[src/rtl/sdspi_pkg.sv]
package sdspi_pkg;
  typedef enum logic [2:0] {
    ST_IDLE,
    ST_SEND,
    ST_POLL,
    ST_TAIL,
    ST_HOLD,
    ST_PAD
  } eng_state_t;

  localparam logic [7:0] FILL_BYTE  = 8'hFF;
  localparam logic [1:0] START_BITS = 2'b01;
endpackage

[src/rtl/sdspi_frame_mux.sv]
module sdspi_frame_mux #(
  parameter int IDX_W    = 6,
  parameter int ARG_BYTES = 4,
  parameter int SEL_W    = 3
) (
  input  logic [IDX_W-1:0]       cmd_index,
  input  logic [ARG_BYTES*8-1:0] cmd_arg,
  input  logic [7:0]             cmd_crc,
  input  logic [SEL_W-1:0]       sel,
  output logic [7:0]             byte_out
);
  import sdspi_pkg::*;
  localparam int NBYTES = ARG_BYTES + 2;

  logic [7:0] frame [NBYTES];

  assign frame[0] = {START_BITS, cmd_index};
  for (genvar g = 0; g < ARG_BYTES; g++) begin : g_arg
    assign frame[g+1] = cmd_arg[(ARG_BYTES-1-g)*8 +: 8];
  end
  assign frame[NBYTES-1] = {cmd_crc[7:1], 1'b1};

  always_comb begin
    byte_out = FILL_BYTE;
    for (int i = 0; i < NBYTES; i++) begin
      if (sel == SEL_W'(i)) byte_out = frame[i];
    end
  end
endmodule

[src/rtl/sdspi_poll_ctr.sv]
module sdspi_poll_ctr #(
  parameter int POLL_LIMIT = 5000
) (
  input  logic clk,
  input  logic rst,
  input  logic clr,
  input  logic inc,
  output logic at_last
);
  localparam int CW = $clog2(POLL_LIMIT + 1);
  logic [CW-1:0] cnt;

  always_ff @(posedge clk) begin
    if (rst || clr) cnt <= '0;
    else if (inc && !at_last) cnt <= cnt + 1'b1;
  end

  assign at_last = (cnt == CW'(POLL_LIMIT - 1));


  cnt_bound_chk: assert property (@(posedge clk) disable iff (rst)
    cnt < CW'(POLL_LIMIT));
endmodule

[src/rtl/sdspi_tail_sr.sv]
module sdspi_tail_sr #(
  parameter int NBYTES = 4
) (
  input  logic                clk,
  input  logic                rst,
  input  logic                clr,
  input  logic                shift,
  input  logic [7:0]          din,
  output logic [NBYTES*8-1:0] word
);
  always_ff @(posedge clk) begin
    if (rst || clr) word <= '0;
    else if (shift) word <= {word[NBYTES*8-9:0], din};
  end
endmodule

[src/rtl/sdspi_cmd_engine.sv]
module sdspi_cmd_engine #(
  parameter int POLL_LIMIT = 5000,
  parameter int ARG_BYTES  = 4,
  parameter int TAIL_BYTES = 4
) (
  input  logic                    clk,
  input  logic                    rst,
  input  logic                    req_valid,
  output logic                    req_ready,
  input  logic [5:0]              req_index,
  input  logic [ARG_BYTES*8-1:0]  req_arg,
  input  logic [7:0]              req_crc,
  input  logic                    req_tail,
  input  logic                    req_hold,
  input  logic                    hold_end,
  output logic                    xfer_start,
  output logic [7:0]              xfer_tx,
  input  logic                    xfer_done,
  input  logic [7:0]              xfer_rx,
  output logic                    cs_n,
  output logic                    done,
  output logic [7:0]              r1,
  output logic [TAIL_BYTES*8-1:0] tail_word,
  output logic                    timed_out
);
  import sdspi_pkg::*;

  localparam int FRAME_BYTES = ARG_BYTES + 2;
  localparam int CNT_MAX     = (FRAME_BYTES > TAIL_BYTES) ? FRAME_BYTES : TAIL_BYTES;
  localparam int IW          = $clog2(CNT_MAX);

  eng_state_t              state;
  logic [IW-1:0]           idx;
  logic                    pending;
  logic                    hold_q;
  logic                    tail_q;
  logic [5:0]              idx_q;
  logic [ARG_BYTES*8-1:0]  arg_q;
  logic [7:0]              crc_q;
  logic [7:0]              frame_byte;
  logic                    poll_last;
  logic                    accept;
  logic                    byte_back;

  assign req_ready = (state == ST_IDLE);
  assign accept    = req_ready && req_valid;
  assign byte_back = pending && xfer_done;

  sdspi_frame_mux #(.IDX_W(6), .ARG_BYTES(ARG_BYTES), .SEL_W(IW)) u_mux (
    .cmd_index(idx_q), .cmd_arg(arg_q), .cmd_crc(crc_q),
    .sel(idx), .byte_out(frame_byte)
  );

  sdspi_poll_ctr #(.POLL_LIMIT(POLL_LIMIT)) u_poll (
    .clk(clk), .rst(rst), .clr(state == ST_IDLE),
    .inc((state == ST_POLL) && byte_back && xfer_rx[7]),
    .at_last(poll_last)
  );

  sdspi_tail_sr #(.NBYTES(TAIL_BYTES)) u_tail (
    .clk(clk), .rst(rst), .clr(accept),
    .shift((state == ST_TAIL) && byte_back),
    .din(xfer_rx), .word(tail_word)
  );

  always_ff @(posedge clk) begin
    if (rst) begin
      state      <= ST_IDLE;
      idx        <= '0;
      pending    <= 1'b0;
      hold_q     <= 1'b0;
      tail_q     <= 1'b0;
      idx_q      <= '0;
      arg_q      <= '0;
      crc_q      <= '0;
      cs_n       <= 1'b1;
      xfer_start <= 1'b0;
      xfer_tx    <= FILL_BYTE;
      done       <= 1'b0;
      r1         <= FILL_BYTE;
      timed_out  <= 1'b0;
    end else begin
      xfer_start <= 1'b0;
      done       <= 1'b0;
      case (state)
        ST_IDLE: begin
          if (req_valid) begin
            idx_q     <= req_index;
            arg_q     <= req_arg;
            crc_q     <= req_crc;
            hold_q    <= req_hold;
            tail_q    <= req_tail;
            cs_n      <= 1'b0;
            idx       <= '0;
            pending   <= 1'b0;
            timed_out <= 1'b0;
            r1        <= FILL_BYTE;
            state     <= ST_SEND;
          end
        end
        ST_HOLD: begin
          if (hold_end) begin
            cs_n  <= 1'b1;
            state <= ST_PAD;
          end
        end
        default: begin
          if (!pending) begin
            xfer_start <= 1'b1;
            xfer_tx    <= (state == ST_SEND) ? frame_byte : FILL_BYTE;
            pending    <= 1'b1;
          end else if (xfer_done) begin
            pending <= 1'b0;
            case (state)
              ST_SEND: begin
                if (idx == IW'(FRAME_BYTES - 1)) state <= ST_POLL;
                else idx <= idx + 1'b1;
              end
              ST_POLL: begin
                if (!xfer_rx[7]) begin
                  r1 <= xfer_rx;
                  if (tail_q) begin
                    idx   <= '0;
                    state <= ST_TAIL;
                  end else if (hold_q) begin
                    done  <= 1'b1;
                    state <= ST_HOLD;
                  end else begin
                    cs_n  <= 1'b1;
                    state <= ST_PAD;
                  end
                end else if (poll_last) begin
                  timed_out <= 1'b1;
                  hold_q    <= 1'b0;
                  cs_n      <= 1'b1;
                  state     <= ST_PAD;
                end
              end
              ST_TAIL: begin
                if (idx == IW'(TAIL_BYTES - 1)) begin
                  if (hold_q) begin
                    done  <= 1'b1;
                    state <= ST_HOLD;
                  end else begin
                    cs_n  <= 1'b1;
                    state <= ST_PAD;
                  end
                end else begin
                  idx <= idx + 1'b1;
                end
              end
              ST_PAD: begin
                done  <= !hold_q;
                state <= ST_IDLE;
              end
              default: state <= ST_IDLE;
            endcase
          end
        end
      endcase
    end
  end


  accept_cs_chk: assert property (@(posedge clk) disable iff (rst)
    accept |=> !cs_n);

  r1_msb_chk: assert property (@(posedge clk) disable iff (rst)
    (done && !timed_out) |-> !r1[7]);

  timeout_r1_chk: assert property (@(posedge clk) disable iff (rst)
    (done && timed_out) |-> (r1 == FILL_BYTE && cs_n));

  pad_cs_chk: assert property (@(posedge clk) disable iff (rst)
    (xfer_start && state == ST_PAD) |-> cs_n);

  hold_quiet_chk: assert property (@(posedge clk) disable iff (rst)
    (state == ST_HOLD) |-> (!xfer_start && !cs_n));

  start_pulse_chk: assert property (@(posedge clk) disable iff (rst)
    xfer_start |=> !xfer_start);
endmodule

[config.mk]
export PLATFORM = sky130hd
export DESIGN_NAME = sdspi_cmd_engine
export DESIGN_NICKNAME = d
export VERILOG_FILES = /design/src/rtl/sdspi_pkg.sv /design/src/rtl/sdspi_frame_mux.sv /design/src/rtl/sdspi_poll_ctr.sv /design/src/rtl/sdspi_tail_sr.sv /design/src/rtl/sdspi_cmd_engine.sv
export SDC_FILE = /design/constraint.sdc
export NUM_CORES = 1
export LEC_CHECK = 0
export BUFFER_PORTS_ARGS = -buffer_cell sky130_fd_sc_hd__buf_2
export CORE_MARGIN = 2
export CORE_UTILIZATION = 30
export CTS_BUF_LIST = sky130_fd_sc_hd__clkbuf_4 sky130_fd_sc_hd__clkbuf_8 sky130_fd_sc_hd__clkbuf_16
export DETAILED_ROUTE_END_ITERATION = 10
export RECOVER_POWER = 50
export SETUP_SLACK_MARGIN = 0.1
export SLEW_MARGIN = 20
export SYNTH_ARGS = -nofsm -noshare
export SYNTH_HDL_FRONTEND = slang
export SYNTH_SLANG_ARGS = --single-unit
[constraint.sdc]
create_clock -name clk -period 2.42 [get_ports clk]
set_input_delay 0.121 -clock clk [delete_from_list [all_inputs] [get_ports clk]]
set_output_delay 0.121 -clock clk [all_outputs]
set_load 0.005 [all_outputs]
==> results of run 1 <==
==> path summary, 6_finish.rpt <==
kind / startpoint / to / slack, ns / cells past startpoint
setup / recovery: state[2]$_SDFFE_PP0P_ / u_poll.cnt[8]$_SDFFE_PP0P_ / 0.33 / 4
hold / removal: req_valid / pending$_SDFFE_PP0P_ / 0.10 / 4
hold reg to reg: timed_out$_SDFFE_PP0P_ / timed_out$_SDFFE_PP0P_ / 0.45 / 2
setup reg to reg: state[2]$_SDFFE_PP0P_ / u_poll.cnt[8]$_SDFFE_PP0P_ / 0.33 / 4
==> state kept, by name, summed over array words and instances (netlist names), 6 cells and up <==
name,count
arg_q,32
u_tail.word,32
u_poll.cnt,13
r1,8
xfer_tx,8
crc_q,7
idx_q,6
==> power groups by stage <==
stage	registers, uW	clock network [uW]	logic, uW
2_1_floorplan	2450	0	1520
3_3_place_gp	2550	0	2100
3_5_place_dp	2550	0	2120
4_1_cts	2520	2780	2200
5_1_grt	2560	2850	2430
6_report	2520	2720	2140
==> cells by family after synthesis <==
logic type      count (synthesis)  share of synthesized area (%)
simple gates                  306                          28.25
xor+xnor                       12                          2.063
fa+ha+maj                       6                          1.474
buf+inv                        52                          3.979
mux                             2                         0.4176
compound gates                154                          17.05
flops                         119                          46.77
==> through the flow <==
| stage | cell area [um^2] | std cells | util, % | worst slack, ns | power, uW |
|---|---|---|---|---|---|
| after floorplan | 5094 | 651 | - | 0.3204 | 3968 |
| after global placement | 5892 | 957 | 35.53 | 0.3193 | 4657 |
| after detailed placement | 5892 | 957 | 35.53 | 0.3365 | 4674 |
| after CTS | 7088 | 1044 | 42.74 | 0.3088 | 7497 |
| after global routing | 7047 | 1044 | 42.49 | 0.1074 | 7833 |
| final | 7047 | 1044 | 42.49 | 0.3265 | 7382 |
==> critical path, delay by kind of cell (launching register included) <==
kind	cells	cell delay, ns
buffers and inverters	1	0.20
DFF	1	0.42
and+or+nand+nor	3	1.32
==> layer usage <==
layer | vias to the layer above | global-route usage, % | part of all wire (%)
li1 | 2541 | - | -
met1 | 2235 | 20.54 | 47
met2 | 156 | 25.54 | 46
met3 | 19 | 4.384 | 5.6
met4 | 0 | 5.848 | 1.7
met5 | - | 0 | 0
==> cell usage after synthesis, types with 7 or more instances <==
| cell | n |
|---|---|
| clkbuf_1 | 34 |
| a21oi_1 | 99 |
| inv_1 | 10 |
| a211oi_1 | 7 |
| o21ai_0 | 19 |
| nor3b_1 | 13 |
| nand3_1 | 11 |
| nor3_1 | 12 |
| nor2_1 | 41 |
| dfxtp_1 | 119 |
| nand2b_1 | 13 |
| nand2_1 | 176 |
==> area by class of cell <==
type	count	area (um^2)
Fill cell	1707	9537
Multi-Input combinational cell	480	2519
Clock buffer	24	503.0
Sequential cell	119	2382
Inverter	10	37.54
Tap cell	220	275.3
Timing Repair Buffer	183	1187
Clock inverter	8	142.6
==> timing repair <==
| item | in CTS | in global routing |
|---|---|---|
| hold buffers | 55 | 0 |
| setup endpoints to repair | 0 | 1 |
| hold endpoints to repair | 59 | 0 |
| resized for setup | 0 | 1 |
==> out/metrics.cfg, run 1 <==
[timing]
slew_headroom_pct=43.33
finalSetupViolCount=0
worstMarginPinSlew_ns=0.8501
tns_ns=0
rsz0062_at_grt=no
finalHoldViolCount=0
slew_violations=0
fin_skew_ns=0.006289
whs_ns=0.1004
fmax_mhz=477.7
min_period_ns=2.094
post-route-period-util_pct=86.51

[route]
wirelength_mm=13.96
vias=4951
drt_iter0_drc=240
via_per_inst=4.742
drtPass1Iterations=5
remaining_drc_errors=0
ant_nets=0
wl_per_cell_um=13.37

[power_and_ir_drop]
switching_share_pct=32.46
internal-power_uw=4986
seq_power_share_pct=34.1
power_frac_comb_pct=29.0
clock_power_share_pct=36.9
power.switching_uw=2397
p_per_area_nw_per_um2=1048
p_leak_uw=0.002682
vdd_drop_max_v=0.0006843

[global_route]
grt_pass1_wl_mm=22.80
grt_pass1_vias=4698
grt_util_all_layers_pct=15.94
gr-total-overflow=0
grt_max_degree=48
antenna_found_initial=0

[synthesis]
synth_top_area_share_pct=46.77
synth_edf_count=0
syn_area_um2=5094
yosysTopAreaCell=dfxtp_1
ys.flop_type=dfxtp_1
synth_cell_types=52
ys_warn_count=0
async_reset_ff_share_pct=0
syn_inst=651
syn_avg_cell_area_um2=7.824
synth_fp_nets=718
ys_ff_latch=119
synth_area_leaders=dfxtp_1 (47%), nand2_1 (13%), a21oi_1 (9.7%)
ys_seq_area_share_pct=46.77

[run]
drv_cap=0

[critical_path]
crit_required_ns=2.69
worst_path_largest_cell_delay_ns=0.65
crit_fanout=13
crit_type=reg2reg
start_kind=flip-flop
cpMaxStageDelayCell=or2_0
worst_setup_path_end_kind=flip-flop
worstPathArrival_ns=2.37
cp_cell_sequence=clkbuf_1, nor3_2, or2_0, nor2_1

[cells_and_area]
drive_gt1_share_pct=18.20
layout_commonest_cell=nand2_1
layout.nets=878
layout_common_cells=nand2_1 (176), dfxtp_1 (119), a21oi_1 (99)
antenna_cells=0
syn_to_final_growth_pct=38.34

[floorplan]
die_w_um=134.3
rows=47
core_area_um2=16580
start_util_pct=30.72
fp.dieArea_um2=18040
die_h_um=134.3
ioPinCount=114

[clock_network]
htree_num_levels=4
root_buffer=clkbuf_16
cts_max_path_buffers=2
clk_pin_slew_ns=0.05
cts_setup_buffers=0
tritoncts=done
clk_latency_ns=0.42
clock-sinks=119
cts_made_buffers=17

[placement]
io_buffers=112
hpwlAfterDp_mm=9.240
gp_congestion=0.8430

[hold_path]
hold_class=in2reg

[run_status]
status=finished, final reports clean

Power figures use the tool's default switching activity.
==> inputs of run 2 (changes only) <==
- CORE_ASPECT_RATIO: unset -> 2
- SYNTH_HIERARCHICAL: unset -> 1
- clock period: 2.42 -> 2.65 ns (I/O delays scaled with it)
==> run 2 against run 1 <==
  * Cell count fell by 6.0%
  * Critical path depth rose by 2
  * Clock power decreased by 20%
  * First-iteration DRC count is 41% lower
  * Final area decreased by 0.32%
  * Critical endpoint is now u_poll/cnt[3]$_SDFFE_PP0P_
  * Largest cell class unchanged
  * Highest routed layer unchanged
==> out/metrics.cfg, run 2 <==
[placement]
post-place-ws_ns=0.3663
io_buffers=112
hpwlAfterDp_mm=10.20
gp_congestion=0.8322

[floorplan]
core_area_um2=17270
ioPinCount=114
die_w_um=97.96
fp.dieArea_um2=18800
die_h_um=191.9
rows=68
start_util_pct=30.67

[route]
wl_per_cell_um=14.78
via_per_inst=4.936
remaining_drc_errors=0
wirelength_mm=14.50
drt_iter0_drc=141
drtPass1Iterations=4
vias=4842
ant_nets=0

[critical_path]
start_kind=flip-flop
crit_type=reg2reg
worstPathArrival_ns=2.54
crit_fanout=20
crit_required_ns=2.96
worst_setup_path_end_kind=flip-flop

[hold_path]
hold_class=in2reg

[clock_network]
root_buffer=clkbuf_16
tritoncts=done
clock-sinks=119
htree_num_levels=4
clk_latency_ns=0.41
clk_pin_slew_ns=0.06
cts_setup_buffers=0
post_cts_resized=0
cts_max_path_buffers=2
cts_made_buffers=17
ctsHoldBuffers=53

[timing]
setup_ws_ns=0.4244
tns_ns=0
slew_headroom_pct=24.27
fmax_mhz=449.3
slew_violations=0
finalHoldViolCount=0
worstMarginPinSlew_ns=1.136
min_period_ns=2.226
finalSetupViolCount=0
rsz0062_at_grt=no
post-route-period-util_pct=83.98
fin_skew_ns=0.005712

[synthesis]
syn_area_um2=5296
ys_warn_count=6
syn_avg_cell_area_um2=8.783
syn_inst=603
synth_fp_nets=668

[global_route]
gr-total-overflow=0
grt_max_degree=54
grt_util_all_layers_pct=15.72
grt_pass1_vias=4768
grt_pass1_wl_mm=23.25
antenna_found_initial=0

[cells_and_area]
fillers=1771
drive_gt1_share_pct=19.46
layout_common_cells=dfxtp_1 (119), nand2_1 (100), buf_2 (80)
layout_commonest_cell=dfxtp_1
layout.nets=823
top_regs=arg_q: 32 flops, u_tail/word: 32 flops, u_poll/cnt: 13 flops
syn_to_final_growth_pct=32.62
antenna_cells=0

[power_and_ir_drop]
vdd_drop_max_v=0.0009308
p_leak_uw=0.002617
p_per_area_nw_per_um2=837.7

[run]
drv_cap=0

[run_status]
status=finished, final reports clean

-- run 2: cell count changes in the layout (fill, tap and decap cells not counted), moves of 12 or more --
cell / delta
nand2_1: -76
a21oi_1: -34
mux2i_1: +33
nor2b_1: +16
nor3b_1: -12
o21ai_0: -12
-- run 2: worst paths after layout --
| path | startpoint | endpoint | slack (ns) | cells after the start |
|---|---|---|---|---|
| hold / removal | req_arg[14] | arg_q[14]$_SDFFE_PP0P_ | 0.02 | 3 |
| hold reg to reg | arg_q[4]$_SDFFE_PP0P_ | arg_q[4]$_SDFFE_PP0P_ | 0.45 | 2 |
| setup / recovery | state[0]$_SDFFE_PP0P_ | u_poll/cnt[3]$_SDFFE_PP0P_ | 0.42 | 6 |
| setup reg to reg | state[0]$_SDFFE_PP0P_ | u_poll/cnt[3]$_SDFFE_PP0P_ | 0.42 | 6 |
-- run 2: routing by layer --
| layer | vias to the layer above | wire, um | track usage, % |
|---|---|---|---|
| li1 | 2445 | - | - |
| met1 | 2264 | 5248 | 14.74 |
| met2 | 105 | 8041 | 29.85 |
| met3 | 28 | 527 | 3.930 |
| met4 | 0 | 680 | 9.776 |
| met5 | - | 0 | 0 |
-- run 2: cell type report --
cell class                      instances  area (um^2)  area share (%)
Tap cell                              210        262.8           3.741
Inverter                               13        48.80          0.6947
Timing Repair Buffer                  179         1156           16.46
Multi-Input combinational cell        428         2611           37.17
Clock buffer                           18        439.2           6.252
Clock inverter                         14        123.9           1.763
Sequential cell                       119         2382           33.92
-- run 2: report_power, final --
group / switching, uW / internal (uW) / leakage, uW
Combinational: 990 / 594 / 0.00138
Clock: 855 / 1310 / 0.000269
Sequential: 129 / 2000 / 0.000968
-- run 2: worst max-delay path, cell delays in order, from the launching register on --
cell	delay [ns]
dfxtp_1	0.33
buf_4	0.20
or2_2	0.34
nor2_1	0.41
or2_0	0.54
nor3_1	0.10
a21o_1	0.19
-- run 2: stage by stage --
stage / total power [uW] / std cells / hold slack (ns) / utilization, % / cell area, um^2
detailed placement: 3731 / 896 / 0.3610 / 34.64 / 5983
global placement: 3725 / 896 / 0.3550 / 34.64 / 5983
CTS: 5978 / 981 / 0.002873 / 40.97 / 7077
floorplan: 3346 / 603 / 0.2516 / - / 5296
global route: 6240 / 981 / 0.03174 / 40.67 / 7024
finish: 5884 / 981 / 0.01504 / 40.67 / 7024
